`config.mk`:
```
export PLATFORM = sky130hd
export DESIGN_NAME = pcc_cmd_if
export DESIGN_NICKNAME = d
export VERILOG_FILES = /design/src/rtl/pcc_pkg.sv /design/src/rtl/pcc_unlock.sv /design/src/rtl/pcc_busy_timer.sv /design/src/rtl/pcc_poc_seq.sv /design/src/rtl/pcc_cmd_if.sv
export SDC_FILE = /design/constraint.sdc
export NUM_CORES = 1
export LEC_CHECK = 0
export CAP_MARGIN = 10
export CORE_ASPECT_RATIO = 1.5
export CORE_UTILIZATION = 44
export CTS_CLUSTER_SIZE = 28
export DETAILED_ROUTE_END_ITERATION = 10
export PLACE_DENSITY_LB_ADDON = 0.3
export REMOVE_ABC_BUFFERS = 1
export SLEW_MARGIN = 20
export SYNTH_ARGS = -nofsm -noshare
export SYNTH_HDL_FRONTEND = slang
export SYNTH_HIERARCHICAL = 1
export SYNTH_SLANG_ARGS = --single-unit
```
`constraint.sdc`:
```
create_clock -name clk -period 8.4 [get_ports clk]
set_clock_uncertainty 0.1 [all_clocks]
set_input_delay 1.68 -clock clk [delete_from_list [all_inputs] [get_ports clk]]
set_output_delay 1.68 -clock clk [all_outputs]
set_load 0.02 [all_outputs]
```
`src/rtl/pcc_pkg.sv`:
```
package pcc_pkg;

    localparam logic [1:0] ADDR_CTRL = 2'd0;
    localparam logic [1:0] ADDR_KEY  = 2'd1;
    localparam logic [1:0] ADDR_STAT = 2'd2;

    localparam logic [7:0] KEY_FIRST  = 8'hCE;
    localparam logic [7:0] KEY_SECOND = 8'h31;

    typedef enum logic [5:0] {
        ST_CONFIG  = 6'h0F,
        ST_READY   = 6'h01,
        ST_NORMAL  = 6'h02,
        ST_HALT    = 6'h03,
        ST_STARTUP = 6'h20,
        ST_LISTEN  = 6'h27
    } poc_state_e;

    typedef enum logic [3:0] {
        CMD_NONE     = 4'd0,
        CMD_CONFIG   = 4'd1,
        CMD_READY    = 4'd2,
        CMD_RUN      = 4'd4,
        CMD_ALLOW_CS = 4'd5,
        CMD_HALT     = 4'd6
    } cmd_e;

    typedef enum logic [1:0] {
        UL_IDLE  = 2'd0,
        UL_HALF  = 2'd1,
        UL_ARMED = 2'd2
    } unlock_e;

    typedef struct packed {
        logic       valid;
        logic [3:0] code;
    } cmd_req_t;

    function automatic logic cmd_ok(poc_state_e st, logic [3:0] code, logic armed);
        logic ok;
        ok = 1'b0;
        case (code)
            CMD_CONFIG:   ok = (st == ST_READY) || (st == ST_HALT);
            CMD_READY:    ok = ((st == ST_CONFIG) && armed) || (st == ST_STARTUP) ||
                               (st == ST_LISTEN) || (st == ST_NORMAL);
            CMD_RUN:      ok = (st == ST_READY);
            CMD_ALLOW_CS: ok = (st == ST_READY) || (st == ST_STARTUP) ||
                               (st == ST_LISTEN) || (st == ST_NORMAL);
            CMD_HALT:     ok = (st == ST_NORMAL);
            default:      ok = 1'b0;
        endcase
        return ok;
    endfunction

endpackage

```
`src/rtl/pcc_unlock.sv`:
```
module pcc_unlock
    import pcc_pkg::*;
(
    input  logic       clk,
    input  logic       rst,
    input  logic       any_wr,
    input  logic       key_wr,
    input  logic [7:0] key_byte,
    output logic       armed
);
    unlock_e st_q, st_d;

    always_comb begin
        st_d = st_q;
        if (any_wr) begin
            if (!key_wr) begin
                st_d = UL_IDLE;
            end else if (st_q == UL_HALF) begin
                st_d = (key_byte == KEY_SECOND) ? UL_ARMED : UL_IDLE;
            end else begin
                st_d = (key_byte == KEY_FIRST) ? UL_HALF : UL_IDLE;
            end
        end
    end

    always_ff @(posedge clk) begin
        if (rst) st_q <= UL_IDLE;
        else     st_q <= st_d;
    end

    assign armed = (st_q == UL_ARMED);
endmodule

```
`src/rtl/pcc_busy_timer.sv`:
```
module pcc_busy_timer #(
    parameter int BUSY_CYC = 4
) (
    input  logic clk,
    input  logic rst,
    input  logic load,
    output logic busy
);
    localparam int CW = $clog2(BUSY_CYC + 1);
    localparam logic [CW-1:0] LOAD_VAL = CW'(BUSY_CYC);

    logic [CW-1:0] cnt_q;

    always_ff @(posedge clk) begin
        if (rst)               cnt_q <= '0;
        else if (load)         cnt_q <= LOAD_VAL;
        else if (cnt_q != '0)  cnt_q <= cnt_q - 1'b1;
    end

    assign busy = (cnt_q != '0);
endmodule

```
`src/rtl/pcc_poc_seq.sv`:
```
module pcc_poc_seq
    import pcc_pkg::*;
#(
    parameter int CSW     = 5,
    parameter int CS_INIT = 8
) (
    input  logic           clk,
    input  logic           rst,
    input  cmd_req_t       req,
    input  logic           armed,
    input  logic           integ_ok,
    input  logic           integ_fail,
    input  logic           cycle_end,
    output poc_state_e     state,
    output logic           accept,
    output logic [3:0]     cmd_rb,
    output logic [CSW-1:0] attempts,
    output logic           inhibit
);
    localparam logic [CSW-1:0] ATT_INIT = CSW'(CS_INIT);

    logic halt_pend;

    assign accept = req.valid && cmd_ok(state, req.code, armed);

    always_ff @(posedge clk) begin
        if (rst) begin
            state     <= ST_CONFIG;
            cmd_rb    <= 4'd0;
            attempts  <= ATT_INIT;
            inhibit   <= 1'b1;
            halt_pend <= 1'b0;
        end else begin
            if (req.valid) cmd_rb <= accept ? req.code : 4'd0;
            if (accept) begin
                case (req.code)
                    CMD_CONFIG: begin
                        state     <= ST_CONFIG;
                        inhibit   <= 1'b1;
                        halt_pend <= 1'b0;
                    end
                    CMD_READY: begin
                        if (state == ST_CONFIG) attempts <= ATT_INIT;
                        state     <= ST_READY;
                        halt_pend <= 1'b0;
                    end
                    CMD_RUN:      state     <= ST_STARTUP;
                    CMD_ALLOW_CS: inhibit   <= 1'b0;
                    CMD_HALT:     halt_pend <= 1'b1;
                    default:      ;
                endcase
            end else if (state == ST_STARTUP && integ_ok) begin
                state <= ST_NORMAL;
            end else if (state == ST_STARTUP && integ_fail) begin
                state <= ST_LISTEN;
                if (attempts != '0) attempts <= attempts - 1'b1;
            end else if (halt_pend && cycle_end) begin
                state     <= ST_HALT;
                halt_pend <= 1'b0;
            end
        end
    end
endmodule

```
`src/rtl/pcc_cmd_if.sv`:
```
module pcc_cmd_if
    import pcc_pkg::*;
#(
    parameter int AW       = 2,
    parameter int DW       = 32,
    parameter int BUSY_CYC = 4,
    parameter int CSW      = 5,
    parameter int CS_INIT  = 8
) (
    input  logic          clk,
    input  logic          rst,
    input  logic          wr_en,
    input  logic [AW-1:0] wr_addr,
    input  logic [DW-1:0] wr_data,
    input  logic [AW-1:0] rd_addr,
    output logic [DW-1:0] rd_data,
    input  logic          integ_ok,
    input  logic          integ_fail,
    input  logic          cycle_end,
    output logic [5:0]    state_code,
    output logic          busy
);
    localparam int BUSY_BIT = 7;
    localparam int ATT_LSB  = 8;
    localparam int INH_BIT  = 16;

    logic           key_armed;
    logic           accept;
    logic [3:0]     cmd_rb;
    logic [CSW-1:0] attempts;
    logic           inhibit;
    poc_state_e     state;
    cmd_req_t       req;

    assign req.valid = wr_en && (wr_addr == AW'(ADDR_CTRL)) && !busy;
    assign req.code  = wr_data[3:0];

    pcc_unlock u_unlock (
        .clk      (clk),
        .rst      (rst),
        .any_wr   (wr_en),
        .key_wr   (wr_addr == AW'(ADDR_KEY)),
        .key_byte (wr_data[7:0]),
        .armed    (key_armed)
    );

    pcc_busy_timer #(.BUSY_CYC(BUSY_CYC)) u_busy (
        .clk  (clk),
        .rst  (rst),
        .load (accept),
        .busy (busy)
    );

    pcc_poc_seq #(.CSW(CSW), .CS_INIT(CS_INIT)) u_seq (
        .clk        (clk),
        .rst        (rst),
        .req        (req),
        .armed      (key_armed),
        .integ_ok   (integ_ok),
        .integ_fail (integ_fail),
        .cycle_end  (cycle_end),
        .state      (state),
        .accept     (accept),
        .cmd_rb     (cmd_rb),
        .attempts   (attempts),
        .inhibit    (inhibit)
    );

    assign state_code = state;

    always_comb begin
        rd_data = '0;
        if (rd_addr == AW'(ADDR_CTRL)) begin
            rd_data[3:0]     = cmd_rb;
            rd_data[BUSY_BIT] = busy;
        end else if (rd_addr == AW'(ADDR_STAT)) begin
            rd_data[5:0]                 = state;
            rd_data[ATT_LSB +: CSW]      = attempts;
            rd_data[INH_BIT]             = inhibit;
        end
    end
endmodule

```
== Yosys cells after proc, flatten, opt, wreduce, memory -nomap -nowiden ==
Cells that the tools add are included.

* Flip-flop bits (word level): 22
* Bits in latches: 0
* Bits in writable memories: 0
* Memory bits (read-only): 0
* Input bits: 42
* Memories: 0

* $add $sub $neg: 2
* $mul: 0
* Div/mod/pow operators: 0
* Magnitude comparators: 0
* Eq/ne operators: 23
* Shift-type cells: 0
* Mux-type cells: 33
* Bitwise logic cells: 0
* Reduce and logical (&&, ||, !) cells: 31

{| class="wikitable"
|+ Operators with widths
! kind !! number
|-
| $mux W5 || 8
|-
| $mux W6 || 5
|-
| $pmux W6 S3 || 1
|-
| $eq A4 B3 Y1 const B || 3
|-
| $eq A6 B2 Y1 const B || 2
|-
| $eq A6 B6 Y1 const B || 2
|-
| $reduce_bool A2 Y1 || 5
|-
| $eq A8 B6 Y1 const B || 1
|-
| $eq A8 B8 Y1 const B || 1
|-
| $mux W1 || 8
|-
| $mux W2 || 4
|-
| $mux W4 || 2
|-
| $logic_and A1 B1 Y1 || 7
|-
| $logic_or A1 B1 Y1 || 7
|-
| $eq A6 B1 Y1 const B || 1
|-
| $eq A6 B4 Y1 const B || 1
|-
| $mux W3 || 2
|-
| $pmux W1 S5 || 1
|-
| $reduce_and A5 Y1 || 1
|-
| $reduce_bool A5 Y1 || 1
|-
| $sub A5 B1 Y5 const B || 1
|-
| $eq A2 B1 Y1 const B || 2
|-
| $eq A2 B2 Y1 const B || 2
|-
| $eq A4 B1 Y1 const B || 1
|-
| other kinds (14) || 20
|}

== Depth between registers and ports, before layout ==
* Depth after elaboration: 9
* Mapped depth: 11
* Gate-level depth less buffers: 9

== By module ==
The synthesis kept the hierarchy.

{| class="wikitable"
|+ By module, submodules not included
! module !! instances !! cells each !! area each (µm²) !! sequential area each (µm²)
|-
| pcc_poc_seq || 1 || 127 || 1047.3 || 320.3
|-
| pcc_cmd_if || 1 || 41 || 299.0 || 0.0
|-
| pcc_busy_timer || 1 || 18 || 170.2 || 60.1
|-
| pcc_unlock || 1 || 17 || 127.6 || 40.0
|}

== Worst setup path after synthesis ==
OpenSTA, ideal clock, no wires.

* Path kind: in2out
* Start: input rd_addr[1]
* End: output rd_data[7]
* Arrival: 2337 ps
* Setup slack: 4283 ps
* Cell stages on the path: 2
* Cell sequence: buf_6 -> nor3b_1

* Cells in the longest elaborated chain, start to end: 2

{| class="wikitable"
|+ RTL lines
! element !! RTL line !! text
|-
| start, declared || pcc_cmd_if.sv:15 || <nowiki>input logic [AW-1:0] rd_addr,</nowiki>
|-
| $logic_not A2 Y1 || pcc_cmd_if.sv:73 || <nowiki>if (rd_addr == AW'(ADDR_CTRL)) begin</nowiki>
|-
| $mux W1 || pcc_cmd_if.sv:73 ||
|-
| end, declared || pcc_cmd_if.sv:16 || <nowiki>output logic [DW-1:0] rd_data,</nowiki>
|}

Every way passes these cells.

== Worst setup path after layout ==
* Start: input rd_addr[1]
* End: output rd_data[5]

* Cells in the longest elaborated chain, start to end: 3
* Elaborated cells on any way between the ends: 4

{| class="wikitable"
|+ RTL lines
! element !! RTL line !! text
|-
| $eq A2 B2 Y1 || pcc_cmd_if.sv:76 || <nowiki>end else if (rd_addr == AW'(ADDR_STAT)) begin</nowiki>
|-
| $mux W6 || pcc_cmd_if.sv:76 ||
|-
| $mux W2 (*) || pcc_cmd_if.sv:73 ||
|}

Every way passes the cells marked *; elsewhere a longest branch is shown, timed or not.

==> flow_metrics.env <==
export IMPL_drcViolationCount=0
export IMPL_gr_total_overflow=0
export IMPL_rows=26
export IMPL_seq_power_share_pct=40.8
export IMPL_drtIter0Drc=31
export IMPL_start_util_pct=47.2
export IMPL_core_um2=3480
export IMPL_synth_warning_count=6
export IMPL_port_buffers=35
export IMPL_p_clk_share_pct=25.2
export IMPL_yosysUniqueCellTypes=55
export IMPL_synth_edf_count=0
export IMPL_status="completed"
export IMPL_share_comb_of_total_power_pct=34.0
export IMPL_wl_per_cell_um=13.8
export IMPL_detail_route_vias_per_cell=5.51
export IMPL_ant_nets=0
export IMPL_yosys_most_used_dff="dfxtp_1"
export IMPL_worstPathMaxFanout=8
export IMPL_antenna_found_initial=0
export IMPL_async_flop_share_pct=0
export IMPL_start_kind="input port"
export IMPL_clk_pin_slew_ps=80
export IMPL_final_hold_viol_count=0
export IMPL_rsz0062_at_grt="false"
export IMPL_grt_max_degree=19
export IMPL_synth_cells=203
export IMPL_ir_drop_mv=0.119
export IMPL_p_switching_mw=0.0844
export IMPL_cts_tree="done"
export IMPL_r2r_start="u_seq/state[1]"
export IMPL_grt_pass1_wl_um=6180
export IMPL_cp_slowest_cell="clkdlybuf4s50_1"
export IMPL_die_area_um2=3990
export IMPL_die_w_um=51.9
export IMPL_synth_seq_cells=21
export IMPL_ys_top_cells_by_area="dfxtp_1 (26%), buf_4 (9.1%), and2_1 (4.2%), nor2b_1 (4.2%), ha_1 (3.8%)"
export IMPL_final_common_cell="clkdlybuf4s50_1"
export IMPL_path_buf_inv=2
export IMPL_min_from="u_unlock/st_q[0]"
export IMPL_postCtsHoldBufs=0
export IMPL_powerDensity_nw_per_um2=132
export IMPL_crit_required_ps=6620
export IMPL_layout_common_cells="clkdlybuf4s50_1 (35), dfxtp_1 (21), conb_1 (20), nand2_1 (14)"
export IMPL_htreeDepth=1
export IMPL_clockBufferDepth=2
export IMPL_total_power_mw=0.261
export IMPL_max_cap_violations=0
export IMPL_period_share_pct=61.4
export IMPL_syn_avg_cell_area_um2=8.10
export IMPL_cp_end_kind="primary output"
export IMPL_gp_congestion=0.806
export IMPL_dr_pass1_iters=4
export IMPL_chipHeight_um=76.9
export IMPL_p_sw_share_pct=32.3
export IMPL_final_min_clock_period_ps=5160
export IMPL_finalSetupTns_ps=0
export IMPL_cpMostUsedCell="clkdlybuf4s50_1"
export IMPL_vias=1526
export IMPL_numCtsBuffers=3
export IMPL_crit_family="buffers and inverters"
export IMPL_hpwl_um=2760
export IMPL_crit_arrival_ps=3380
export IMPL_drive_gt1_share_pct=4.68
export IMPL_ys_seq_area_share_pct=25.6
export IMPL_crit_type="input port to primary output"
export IMPL_p_leak_nw=0.787
export IMPL_drv_slew=0
export IMPL_rrSetupSlack_ps=5440
export IMPL_tightest_slew_ps=701
export IMPL_clock_sinks=21
export IMPL_postCtsSetupRepairBufs=0
export IMPL_setup_viol=0
export IMPL_synth_area_um2=1640
export IMPL_hold_class="flop to flop"
export IMPL_layout_nets=283
export IMPL_critPathLaunch="rd_addr[1]"
export IMPL_ios=81
export IMPL_yosys_area_top_type="dfxtp_1"
export IMPL_fmax_mhz=194
export IMPL_grt_pass1_vias=1422
export IMPL_cpPeakStageDelay_ps=640
export IMPL_internal_power_mw=0.177
export IMPL_synth_top_area_share_pct=25.6
export IMPL_slew_limit_headroom_pct=53.1
export IMPL_cts_resized=0
export IMPL_wl_um=3820
export IMPL_num_antenna_cells=0
export IMPL_clockRootBuffer="clkbuf_8"
export IMPL_areaGrowthSynthToFinish_pct=20.9
export IMPL_track_usage_pct=20.2
export IMPL_insertion_delay_ps=250
export IMPL_path_cells="clkdlybuf4s50_1, nor2b_4, and2_1, clkdlybuf4s50_1"
==> logic make-up (layout without fill, tap and decap cells) <==
logic type / after synthesis / in the layout / synth area share [%]
DFF: 21 / 21 / 25.6
buffers and inverters: 39 / 53 / 14.2
and+or+nand+nor: 84 / 84 / 30.1
xor gates and xnor gates: 3 / 3 / 1.60
other: 2 / 20 / 0.457
muxes: 7 / 7 / 4.57
adders and majority gates: 5 / 5 / 3.81
AOI/OAI and AO/OA: 42 / 42 / 19.7
==> registers in the layout, indices dropped and copies added (netlist names) <==
signal / cells
u_seq/attempts: 5
u_seq/inhibit: 1
u_unlock/st_q: 2
u_seq/cmd_rb: 4
u_busy/cnt_q: 3
u_seq/state: 5
u_seq/halt_pend: 1
==> path summary, 6_finish.rpt <==
| check | end | cells after the start |
|---|---|---|
| setup / recovery | rd_data[5] | 4 |
| hold / removal | u_unlock/st_q[0] | 2 |
| setup reg to reg | u_seq/inhibit | 8 |
| hold reg to reg | u_unlock/st_q[0] | 2 |
==> worst register-to-register path: stages (launching register included) <==
cell and delay, ps:
dfxtp_1 520, or3b_1 400, nand2b_1 160, a211oi_1 590, o31ai_2 120, buf_4 220, inv_1 400, nand3_1 200
o211ai_1 180
==> stage by stage <==
stage          cell area (µm²)  std cells  utilization, %  hold slack, ps  worst slack [ps]
2_1_floorplan             1520        194               -             340              4410
3_3_place_gp              1940        273            55.8             355              3220
3_5_place_dp              1940        273            55.8             362              3230
4_1_cts                   1990        277            57.1             375              3230
5_1_grt                   1990        277            57.1             399              3150
6_report                  1990        277            57.1             371              3240
==> per-layer routing <==
| metal | vias to the layer above | track usage (%) | routed length (µm) | share of wire (%) |
|---|---|---|---|---|
| met2 | 50 | 34.1 | 1950 | 51 |
| li1 | 752 | - | - | - |
| met4 | 0 | 9.46 | 78 | 2.0 |
| met3 | 8 | 2.98 | 181 | 4.7 |
| met5 | - | 0 | 0 | 0 |
| met1 | 716 | 23.9 | 1610 | 42 |
==> power groups by stage <==
stage,logic (mW),registers [mW],clock network [mW]
final,0.0890,0.107,0.0658
after global routing,0.0975,0.107,0.0728
after CTS,0.0896,0.107,0.0692
after detailed placement,0.0890,0.109,0
after global placement,0.0880,0.109,0
after floorplan,0.0566,0.109,0
==> synth_stat cells (2+ instances only) <==
cell type,count
nor4b_1,2
conb_1,2
and3_1,2
ha_1,5
or4_1,2
o21ai_0,9
o211ai_1,2
nor2b_1,11
a21oi_1,5
buf_4,20
nand3b_1,2
o211a_1,3
clkbuf_1,2
o31ai_1,3
inv_1,11
nor3_1,3
nand2b_1,4
a31oi_1,4
and2_1,11
a211oi_1,3
buf_2,3
nand4_1,3
nand2_1,14
nand3_1,5
nor3b_1,2
mux2i_1,6
a22oi_1,2
or3_1,2
xnor2_1,2
dfxtp_1,21
nor2_1,11
and4b_1,2
nor4_1,2
==> final cells by class <==
type	count	area (µm²)
Tap cell	42	52.6
Inverter	12	45.0
Sequential cell	21	420
Multi-Input combinational cell	161	1060
Fill cell	337	1490
Clock buffer	4	45.0
Timing Repair Buffer	37	365
No activity file was read; power rests on OpenSTA's default activity.
